`config.mk`:
```
export PLATFORM = sky130hd
export DESIGN_NAME = i2c_hs_target
export DESIGN_NICKNAME = d
export VERILOG_FILES = /design/src/rtl/i2c_tgt_pkg.sv /design/src/rtl/i2c_tgt_sync.sv /design/src/rtl/i2c_tgt_engine.sv /design/src/rtl/i2c_tgt_mode.sv /design/src/rtl/i2c_hs_target.sv
export SDC_FILE = /design/constraint.sdc
export NUM_CORES = 1
export LEC_CHECK = 0
export ABC_AREA = 0
export BUFFER_PORTS_ARGS = -buffer_cell sky130_fd_sc_hd__buf_2
export CORE_UTILIZATION = 61
export DETAILED_ROUTE_END_ITERATION = 10
export GPL_ROUTABILITY_DRIVEN = 0
export PLACE_DENSITY = 0.83
export SLEW_MARGIN = 40
export SYNTH_ARGS = -nofsm -noshare
export SYNTH_HDL_FRONTEND = slang
export SYNTH_SLANG_ARGS = --single-unit
```
`constraint.sdc`:
```
create_clock -name clk -period 5.15 [get_ports clk]
set_input_delay 0.7725 -clock clk [delete_from_list [all_inputs] [get_ports clk]]
set_output_delay 0.7725 -clock clk [all_outputs]
set_load 0.01 [all_outputs]
```
`src/rtl/i2c_tgt_pkg.sv`:
```
package i2c_tgt_pkg;

    typedef struct packed {
        logic scl;       // synchronized SCL level
        logic sda;       // synchronized SDA level
        logic scl_rise;
        logic scl_fall;
        logic start;
        logic stop;
    } bus_evt_t;

    typedef enum logic [2:0] {
        ST_IDLE,
        ST_ADDR,
        ST_AACK,
        ST_MCODE,
        ST_WR,
        ST_WACK,
        ST_RD,
        ST_RACK
    } eng_state_t;

    localparam eng_state_t ST_IGN = ST_IDLE;

    function automatic logic is_master_code(input logic [7:0] b);
        return b[7:3] == 5'b00001;
    endfunction

    function automatic logic addr_hit(input logic [7:0] b, input logic [6:0] own);
        return b[7:1] == own;
    endfunction

endpackage

```
`src/rtl/i2c_tgt_sync.sv`:
```
module i2c_tgt_sync
    import i2c_tgt_pkg::*;
#(
    parameter int STAGES = 2
) (
    input  logic     clk,
    input  logic     rst,
    input  logic     scl_i,
    input  logic     sda_i,
    output bus_evt_t ev
);
    localparam int DEPTH = STAGES + 1;

    logic [DEPTH-1:0] scl_p;
    logic [DEPTH-1:0] sda_p;

    always_ff @(posedge clk) begin
        if (rst) begin
            scl_p <= '1;
            sda_p <= '1;
        end else begin
            scl_p <= {scl_p[DEPTH-2:0], scl_i};
            sda_p <= {sda_p[DEPTH-2:0], sda_i};
        end
    end

    logic scl_s, scl_d, sda_s, sda_d;
    assign scl_s = scl_p[STAGES-1];
    assign scl_d = scl_p[STAGES];
    assign sda_s = sda_p[STAGES-1];
    assign sda_d = sda_p[STAGES];

    always_comb begin
        ev.scl      = scl_s;
        ev.sda      = sda_s;
        ev.scl_rise = scl_s & ~scl_d;
        ev.scl_fall = ~scl_s & scl_d;
        ev.start    = scl_s & scl_d & sda_d & ~sda_s;
        ev.stop     = scl_s & scl_d & ~sda_d & sda_s;
    end

endmodule

```
`src/rtl/i2c_tgt_engine.sv`:
```
module i2c_tgt_engine
    import i2c_tgt_pkg::*;
#(
    parameter logic [6:0] OWN_ADDR = 7'b0110110,
    parameter int         DW       = 8
) (
    input  logic          clk,
    input  logic          rst,
    input  bus_evt_t      ev,
    input  logic [DW-1:0] tx_byte,
    output logic          sda_oe,
    output logic [DW-1:0] rx_byte,
    output logic          rx_valid,
    output logic          mcode_done
);
    localparam int CW = $clog2(DW);
    localparam logic [CW-1:0] LAST = CW'(DW - 1);

    eng_state_t    state;
    logic [DW-2:0] sh;
    logic [DW-1:0] tx_sh;
    logic [CW-1:0] cnt;
    logic          phase;
    logic          rw;
    logic          ctl_ack;
    logic [DW-1:0] byte_in;

    assign byte_in = {sh, ev.sda};

    always_ff @(posedge clk) begin
        if (rst) begin
            state      <= ST_IDLE;
            sh         <= '0;
            tx_sh      <= '0;
            cnt        <= '0;
            phase      <= 1'b0;
            rw         <= 1'b0;
            ctl_ack    <= 1'b0;
            sda_oe     <= 1'b0;
            rx_byte    <= '0;
            rx_valid   <= 1'b0;
            mcode_done <= 1'b0;
        end else begin
            rx_valid   <= 1'b0;
            mcode_done <= 1'b0;
            if (ev.stop) begin
                state  <= ST_IDLE;
                sda_oe <= 1'b0;
            end else if (ev.start) begin
                state  <= ST_ADDR;
                cnt    <= '0;
                phase  <= 1'b0;
                sda_oe <= 1'b0;
            end else begin
                case (state)
                    ST_ADDR: if (ev.scl_rise) begin
                        sh  <= byte_in[DW-2:0];
                        cnt <= cnt + 1'b1;
                        if (cnt == LAST) begin
                            phase <= 1'b0;
                            if (is_master_code(byte_in)) begin
                                state <= ST_MCODE;
                            end else if (addr_hit(byte_in, OWN_ADDR)) begin
                                rw    <= byte_in[0];
                                state <= ST_AACK;
                            end else begin
                                state <= ST_IGN;
                            end
                        end
                    end
                    ST_AACK, ST_WACK: if (ev.scl_fall) begin
                        if (!phase) begin
                            sda_oe <= 1'b1;
                            phase  <= 1'b1;
                        end else begin
                            phase <= 1'b0;
                            cnt   <= '0;
                            if (state == ST_AACK && rw) begin
                                tx_sh  <= tx_byte;
                                sda_oe <= ~tx_byte[DW-1];
                                state  <= ST_RD;
                            end else begin
                                sda_oe <= 1'b0;
                                state  <= ST_WR;
                            end
                        end
                    end
                    ST_MCODE: if (ev.scl_fall) begin
                        if (!phase) begin
                            phase <= 1'b1;
                        end else begin
                            phase      <= 1'b0;
                            mcode_done <= 1'b1;
                            state      <= ST_IGN;
                        end
                    end
                    ST_WR: if (ev.scl_rise) begin
                        sh  <= byte_in[DW-2:0];
                        cnt <= cnt + 1'b1;
                        if (cnt == LAST) begin
                            rx_byte  <= byte_in;
                            rx_valid <= 1'b1;
                            phase    <= 1'b0;
                            state    <= ST_WACK;
                        end
                    end
                    ST_RD: if (ev.scl_fall) begin
                        if (cnt == LAST) begin
                            sda_oe <= 1'b0;
                            state  <= ST_RACK;
                        end else begin
                            sda_oe <= ~tx_sh[DW-2];
                            tx_sh  <= tx_sh << 1;
                            cnt    <= cnt + 1'b1;
                        end
                    end
                    ST_RACK: begin
                        if (ev.scl_rise) ctl_ack <= ~ev.sda;
                        if (ev.scl_fall) begin
                            if (ctl_ack) begin
                                tx_sh  <= tx_byte;
                                sda_oe <= ~tx_byte[DW-1];
                                cnt    <= '0;
                                state  <= ST_RD;
                            end else begin
                                state <= ST_IGN;
                            end
                        end
                    end
                    default: ;
                endcase
            end
        end
    end


    sda_low_scl_chk: assert property (@(posedge clk) disable iff (rst)
        (sda_oe != $past(sda_oe)) |-> !$past(ev.scl));


    rx_strobe_chk: assert property (@(posedge clk) disable iff (rst)
        rx_valid |=> !rx_valid);


    ign_release_chk: assert property (@(posedge clk) disable iff (rst)
        (state == ST_IGN) |-> !sda_oe);

endmodule

```
`src/rtl/i2c_tgt_mode.sv`:
```
module i2c_tgt_mode
    import i2c_tgt_pkg::*;
(
    input  logic     clk,
    input  logic     rst,
    input  bus_evt_t ev,
    input  logic     mcode_done,
    output logic     hs_mode
);
    always_ff @(posedge clk) begin
        if (rst)             hs_mode <= 1'b0;
        else if (ev.stop)    hs_mode <= 1'b0;
        else if (mcode_done) hs_mode <= 1'b1;
    end


    hs_clear_chk: assert property (@(posedge clk) disable iff (rst)
        $fell(hs_mode) |-> $past(ev.stop));


    hs_set_chk: assert property (@(posedge clk) disable iff (rst)
        $rose(hs_mode) |-> $past(mcode_done));

endmodule

```
`src/rtl/i2c_hs_target.sv`:
```
module i2c_hs_target
    import i2c_tgt_pkg::*;
#(
    parameter logic [6:0] OWN_ADDR    = 7'b0110110,
    parameter int         SYNC_STAGES = 2
) (
    input  logic       clk,
    input  logic       rst,
    input  logic       scl_i,
    input  logic       sda_i,
    output logic       sda_oe,
    input  logic [7:0] tx_byte,
    output logic [7:0] rx_byte,
    output logic       rx_valid,
    output logic       hs_mode
);
    bus_evt_t ev;
    logic     mcode_done;

    i2c_tgt_sync #(.STAGES(SYNC_STAGES)) i_sync (
        .clk   (clk),
        .rst   (rst),
        .scl_i (scl_i),
        .sda_i (sda_i),
        .ev    (ev)
    );

    i2c_tgt_engine #(.OWN_ADDR(OWN_ADDR), .DW(8)) i_engine (
        .clk        (clk),
        .rst        (rst),
        .ev         (ev),
        .tx_byte    (tx_byte),
        .sda_oe     (sda_oe),
        .rx_byte    (rx_byte),
        .rx_valid   (rx_valid),
        .mcode_done (mcode_done)
    );

    i2c_tgt_mode i_mode (
        .clk        (clk),
        .rst        (rst),
        .ev         (ev),
        .mcode_done (mcode_done),
        .hs_mode    (hs_mode)
    );


    rst_quiet_chk: assert property (@(posedge clk)
        $past(rst) |-> (!sda_oe && !rx_valid && !hs_mode));

endmodule

```
## Yosys cells after proc, flatten, opt, wreduce, memory -nomap -nowiden

Cells that the tools add are included.
Widths: inputs -> output; s select.

- $add $sub $neg: 1
- Equality and inequality tests: 40
- Multiplexer cells: 48
- Bitwise logic cells: 20
- Reduce and logical (&&, ||, !) cells: 23

Operators by type and width:

| kind | count |
|---|---|
| $mux 3 | 19 |
| $mux 7 | 7 |
| $reduce_and 12->1 | 2 |
| $ne 3x3->1 const B | 7 |
| $pmux 7 s3 | 1 |
| $ne 3x2->1 const B | 6 |
| $pmux 3 s6 | 1 |
| $eq 3x3->1 const B | 5 |
| $mux 1 | 15 |
| $reduce_and 5->1 | 3 |
| $ne 2x1->1 const B | 7 |
| $ne 2x2->1 const B | 7 |
| $not 1->1 | 13 |
| $pmux 3 s4 | 1 |
| $reduce_and 10->1 | 1 |
| $reduce_or 5->1 | 2 |
| $ne 3x1->1 const B | 3 |
| $reduce_and 9->1 | 1 |
| $reduce_and 4->1 | 2 |
| $and 1x1->1 | 7 |
| $eq 7x6->1 const B | 1 |
| $reduce_and 7->1 | 1 |
| $reduce_bool 7->1 | 1 |
| $eq 3x2->1 const B | 2 |
| 12 further kinds | 17 |

- Flip-flop bits (word level): 41
- Bits of input ports: 12
- Output and inout port bits: 11
- Word-level logic and storage cells: 147

## Depth between registers and ports, before layout

- Depth after elaboration: 7
- Mapped depth: 8

## Modules after synthesis

From an unflattened synthesis, not the netlist that was laid out.

- Cells, all modules: 236
- Area, all modules: 1993.2 µm²

By module, submodules not included:

| module | times used | cells each | area an instance (µm²) |
|---|---|---|---|
| i2c_tgt_engine | 1 | 215 | 1754.2 |
| i2c_tgt_sync | 1 | 18 | 205.2 |
| i2c_tgt_mode | 1 | 3 | 33.8 |

## Worst setup path before layout

No wires, ideal clock.

- Kind: register to register
- From: register i_engine.cnt[0]
- To: register i_engine.state[1]
- Setup time: 70 ps
- Arrival time: 1722 ps
- Setup slack: 3358 ps
- Stages on the path, launching flop included: 8
- Path buffers: 0
- Cells stage by stage: dfxtp_1 > ha_1 > ha_1 > nand2_2 > maj3_2 > a21o_1 > or3b_1 > a21oi_1

- Word-level cells in the longest chain between the ends: 3

RTL lines:

| element | line | RTL |
|---|---|---|
| from (decl) | i2c_tgt_engine.sv:22 | `logic [CW-1:0] cnt;` |
| from (signal assigned) | i2c_tgt_engine.sv:58 | `cnt <= cnt + 1'b1;` |
| from (signal assigned) | i2c_tgt_engine.sv:99 | `cnt <= cnt + 1'b1;` |
| from (signal assigned) | i2c_tgt_engine.sv:114 | `cnt <= cnt + 1'b1;` |
| $eq 3x3->1 (*) | i2c_tgt_engine.sv:59, i2c_tgt_engine.sv:100, i2c_tgt_engine.sv:108 |  |
| $ne 2x1->1 (no line) | - |  |
| $reduce_and 12->1 (no line) (*) | - |  |
| to (signal assigned) | i2c_tgt_engine.sv:62 | `state <= ST_MCODE;` |
| to (signal assigned) | i2c_tgt_engine.sv:104 | `state <= ST_WACK;` |
| to (signal assigned) | i2c_tgt_engine.sv:110 | `state <= ST_RACK;` |
| to (decl) | i2c_tgt_engine.sv:19 | `eng_state_t state;` |

Mark *: on every way between the ends. The rest lies on a longest branch, timed or not.
A chain may end at the register's enable or synchronous reset.

## Worst setup path in the final report

- From: register i_engine.state[2]
- To: register i_engine.state[1]

- Word-level cells in the longest chain between the ends: 6

RTL lines:

| element | line | RTL |
|---|---|---|
| from (signal assigned) | i2c_tgt_engine.sv:32 | `state <= ST_IDLE;` |
| from (signal assigned) | i2c_tgt_engine.sv:47 | `state <= ST_IDLE;` |
| from (signal assigned) | i2c_tgt_engine.sv:50 | `state <= ST_ADDR;` |
| $eq 3x2->1 | i2c_tgt_engine.sv:55, i2c_tgt_engine.sv:78 |  |
| $logic_and 1x1->1 | i2c_tgt_engine.sv:78 | `if (state == ST_AACK && rw) begin` |
| $mux 2 | i2c_tgt_engine.sv:78 |  |
| $mux 3 | i2c_tgt_engine.sv:72 | `if (!phase) begin` |
| $mux 3 | i2c_tgt_engine.sv:71 | `ST_AACK, ST_WACK: if (ev.scl_fall) begin` |
| $pmux 3 s6 | i2c_tgt_engine.sv:55 | `case (state)` |

Several ways; a longest one is shown, not always the timed one. The select of a mux whose other input is x is not followed.

==> summary.txt <==
======================================================================================================
Post-detail-place hpwl ..................................................................      2570 um
Power share of the sequential group .....................................................        0.654
Largest net degree at the start of global routing .......................................           37
Portion of the clock cycle consumed by the worst path in the final layout ...............        0.422
Ratio of routed vias to standard cells ..................................................         5.59
Switching power share of the total ......................................................        0.229
Syn Inst Count ..........................................................................          218
Setup repair after global routing missed its margin .....................................           no
Chip height .............................................................................      58.2 um
Total power per unit cell area ..........................................................   235 nW/um2
Clock transition at the register clock pins on the worst setup and hold paths after CTS .      0.11 ns
Initial DRC Count .......................................................................           73
Max Root-Sink Buffers ...................................................................            2
GRT overflow ............................................................................            0
Data required time of the critical path .................................................      5.43 ns
Met2 global-route usage .................................................................        0.366
Worst Setup Path Type ...................................................................   reg -> reg
Initial antenna violation count .........................................................            0
Per-instance average area after synthesis ...............................................     8.83 um2
Final cell count without fillers ........................................................          279
Post-DP Area ............................................................................     2040 um2
Most crowded layer after global routing .................................................         met2
Met1 track demand over resource .........................................................        0.326
Most used cells in the layout excluding fill and tap cells .............................. sky130_fd_sc_hd__dfxtp_1 (41), sky130_fd_sc_hd__nor2_1 (31), sky130_fd_sc_hd__mux2i_1 (25)
Total count of hold-check failures in the final report ..................................            0
Fin. max-slew vios ......................................................................            0
Wirelength per Cell .....................................................................      13.1 um
Setup tns final .........................................................................         0 ns
Area taken by flip-flops and latches ....................................................      821 um2
Crit end category .......................................................................     register
Maximum fanout encountered on the critical timing path ..................................           20
Count of H-tree levels built during CTS .................................................            2
Worst vdd ir ............................................................................   0.000173 V
Static leakage power ....................................................................     0.782 nW
Hold_buf cts ............................................................................            0
# placed instances ......................................................................          271
Synthesized Nets ........................................................................          233
Layout overhead on the synthesized area .................................................        8.71%
Worst min-delay path category ...........................................................   reg -> reg
Post-Route WL ...........................................................................      3670 um
Worst Tran Pin Value ....................................................................     0.712 ns
YS warnings .............................................................................            0
Number of design rule violations left after detail routing ..............................            0
Flip-flop cell with the highest count after synthesis ................................... sky130_fd_sc_hd__dfxtp_1
Final layout net count ..................................................................          249
GR Layer Usage met3 .....................................................................       0.0491
CTS resizes .............................................................................            0
Number of different library cells in the post-synthesis netlist .........................           41
Time the worst path needs with I/O delays and setup .....................................      2.18 ns
Number of ports placed on the die boundary ..............................................           23
Final core utilization ..................................................................        0.691
Cell area after synthesis ...............................................................     1930 um2
Async set-or-reset flop fraction in the synthesized netlist .............................            0
CTS root buf ............................................................................ sky130_fd_sc_hd__clkbuf_4
Die X-Extent ............................................................................      58.2 um
Input/output buffers ....................................................................           22
Max transition margin ...................................................................        0.525
Total routing resource utilization after global routing .................................        0.240
Setup skew after layout .................................................................   0.00506 ns
Ant. Diodes .............................................................................            0
Proportion of synthesized chip area in sequential cells .................................        0.426
Number of global-route vias before repair ...............................................         1403
Sort of element at the start of the critical path .......................................     register
Combinational power share ...............................................................        0.040
Run status .............................................................................. finished clean
Portion of total power attributed to the clock network ..................................        0.305
Number of enable flip-flop cells after synthesis ........................................            0
Max frequency ...........................................................................      460 MHz
Internal Dissipation ....................................................................   0.000380 W
CTS Buf Count ...........................................................................            5
Global-route wire length before repair ..................................................      6220 um
Fillcell total ..........................................................................          251
Total setup violations reported at the end of the flow ..................................            0
Critical path data arrival time .........................................................      2.45 ns
Max Cap Viol ............................................................................            0
CTS tree ................................................................................         done
Share of layout cells above drive strength 1 ............................................        0.187
Area occupied by multi-input gates ......................................................     1030 um2
CORE AREA ...............................................................................     3030 um2
Worst skew pair latency .................................................................      0.34 ns
Initial Util ............................................................................        0.636
Final instance area .....................................................................     2090 um2
Number of iterations in the first detailed-routing pass .................................            4
Most common cell after layout, fill and taps aside ...................................... sky130_fd_sc_hd__dfxtp_1
Num Clock Sinks .........................................................................           41
Final hold slack ........................................................................     0.423 ns
Row count ...............................................................................           20
Post-CTS Repair Setup Buffers ...........................................................            0
Die Area ................................................................................     3390 um2
Register bit total from synthesis .......................................................           41
ANT nets after route ....................................................................            0
NetSw ...................................................................................   0.000113 W
Routed via count ........................................................................         1560
======================================================================================================
## registers in the layout (all words and copies together), names as in the netlist, 3 cells and up
name and flops:
i_sync.sda_p 3, i_engine.state 3, i_engine.rx_byte 8, i_engine.tx_sh 7
i_sync.scl_p 3, i_engine.cnt 3, i_engine.sh 7
## cells by family after synthesis
group / share of synthesized area
AND/OR/NAND/NOR: 0.215
AO/OA/AOI/OAI: 0.160
adder cells (fa/ha/maj): 0.0253
multiplexers: 0.130
flip-flops: 0.426
buffers and inverters: 0.0390
XOR/XNOR: 0.00455
## layer usage
| layer | vias to the layer above | share of wire |
|---|---|---|
| met2 | 42 | 0.46 |
| met3 | 9 | 0.040 |
| met5 | - | 0 |
| met1 | 707 | 0.48 |
| li1 | 802 | - |
| met4 | 0 | 0.019 |
## area by class of cell
cell class                      count  area share
Multi-Input combinational cell    159       0.494
Sequential cell                    41       0.392
Timing Repair Buffer               23      0.0562
Tap cell                           44      0.0263
Clock buffer                        6      0.0197
Inverter                            4     0.00717
Clock inverter                      2     0.00478
## path summary, 6_finish.rpt
check                         start                end  slack, ns  cells past startpoint
setup / recovery  i_engine.state[2]  i_engine.state[1]       2.97                      6
setup reg to reg  i_engine.state[2]  i_engine.state[1]       2.97                      6
hold reg to reg     i_sync.scl_p[0]    i_sync.scl_p[1]       0.42                      1
hold / removal      i_sync.scl_p[0]    i_sync.scl_p[1]       0.42                      1
## stage by stage
step,power (W),setup slack (ns)
6_report,0.000493,2.97
5_1_grt,0.000512,2.74
3_5_place_dp,0.000349,3.03
3_3_place_gp,0.000349,2.92
2_1_floorplan,0.000342,3.36
4_1_cts,0.000496,2.99
## cell usage after synthesis (3+ instances only)
master	number	area [um2]
sky130_fd_sc_hd__nand3_1	5	25.0
sky130_fd_sc_hd__ha_1	3	37.5
sky130_fd_sc_hd__a21oi_1	11	55.1
sky130_fd_sc_hd__nor2_1	31	116
sky130_fd_sc_hd__or2_2	7	43.8
sky130_fd_sc_hd__dfxtp_1	41	821
sky130_fd_sc_hd__inv_1	4	15.0
sky130_fd_sc_hd__a311oi_1	3	26.3
sky130_fd_sc_hd__a211oi_1	8	60.1
sky130_fd_sc_hd__nand2b_1	4	25.0
sky130_fd_sc_hd__nor4_1	4	25.0
sky130_fd_sc_hd__mux2i_1	25	250
sky130_fd_sc_hd__buf_2	6	30.0
sky130_fd_sc_hd__nand2_1	13	48.8
sky130_fd_sc_hd__clkbuf_1	7	26.3
sky130_fd_sc_hd__o21ai_0	13	65.1
## power groups by stage
stage          logic [W]  registers (W)  clock network [W]
2_1_floorplan  0.0000145       0.000328                  0
3_3_place_gp   0.0000195       0.000329                  0
3_5_place_dp   0.0000197       0.000330                  0
4_1_cts        0.0000198       0.000322           0.000153
5_1_grt        0.0000222       0.000323           0.000167
6_report       0.0000199       0.000322           0.000150
## critical path, stage by stage, from the launching register on
cell and delay [ns]:
sky130_fd_sc_hd__dfxtp_1 0.71, sky130_fd_sc_hd__nand2b_1 0.34, sky130_fd_sc_hd__a21oi_1 0.24, sky130_fd_sc_hd__a211oi_1 0.06
sky130_fd_sc_hd__a21o_1 0.23, sky130_fd_sc_hd__or3b_1 0.38, sky130_fd_sc_hd__a21oi_1 0.15
Power figures use the tool's default switching activity.
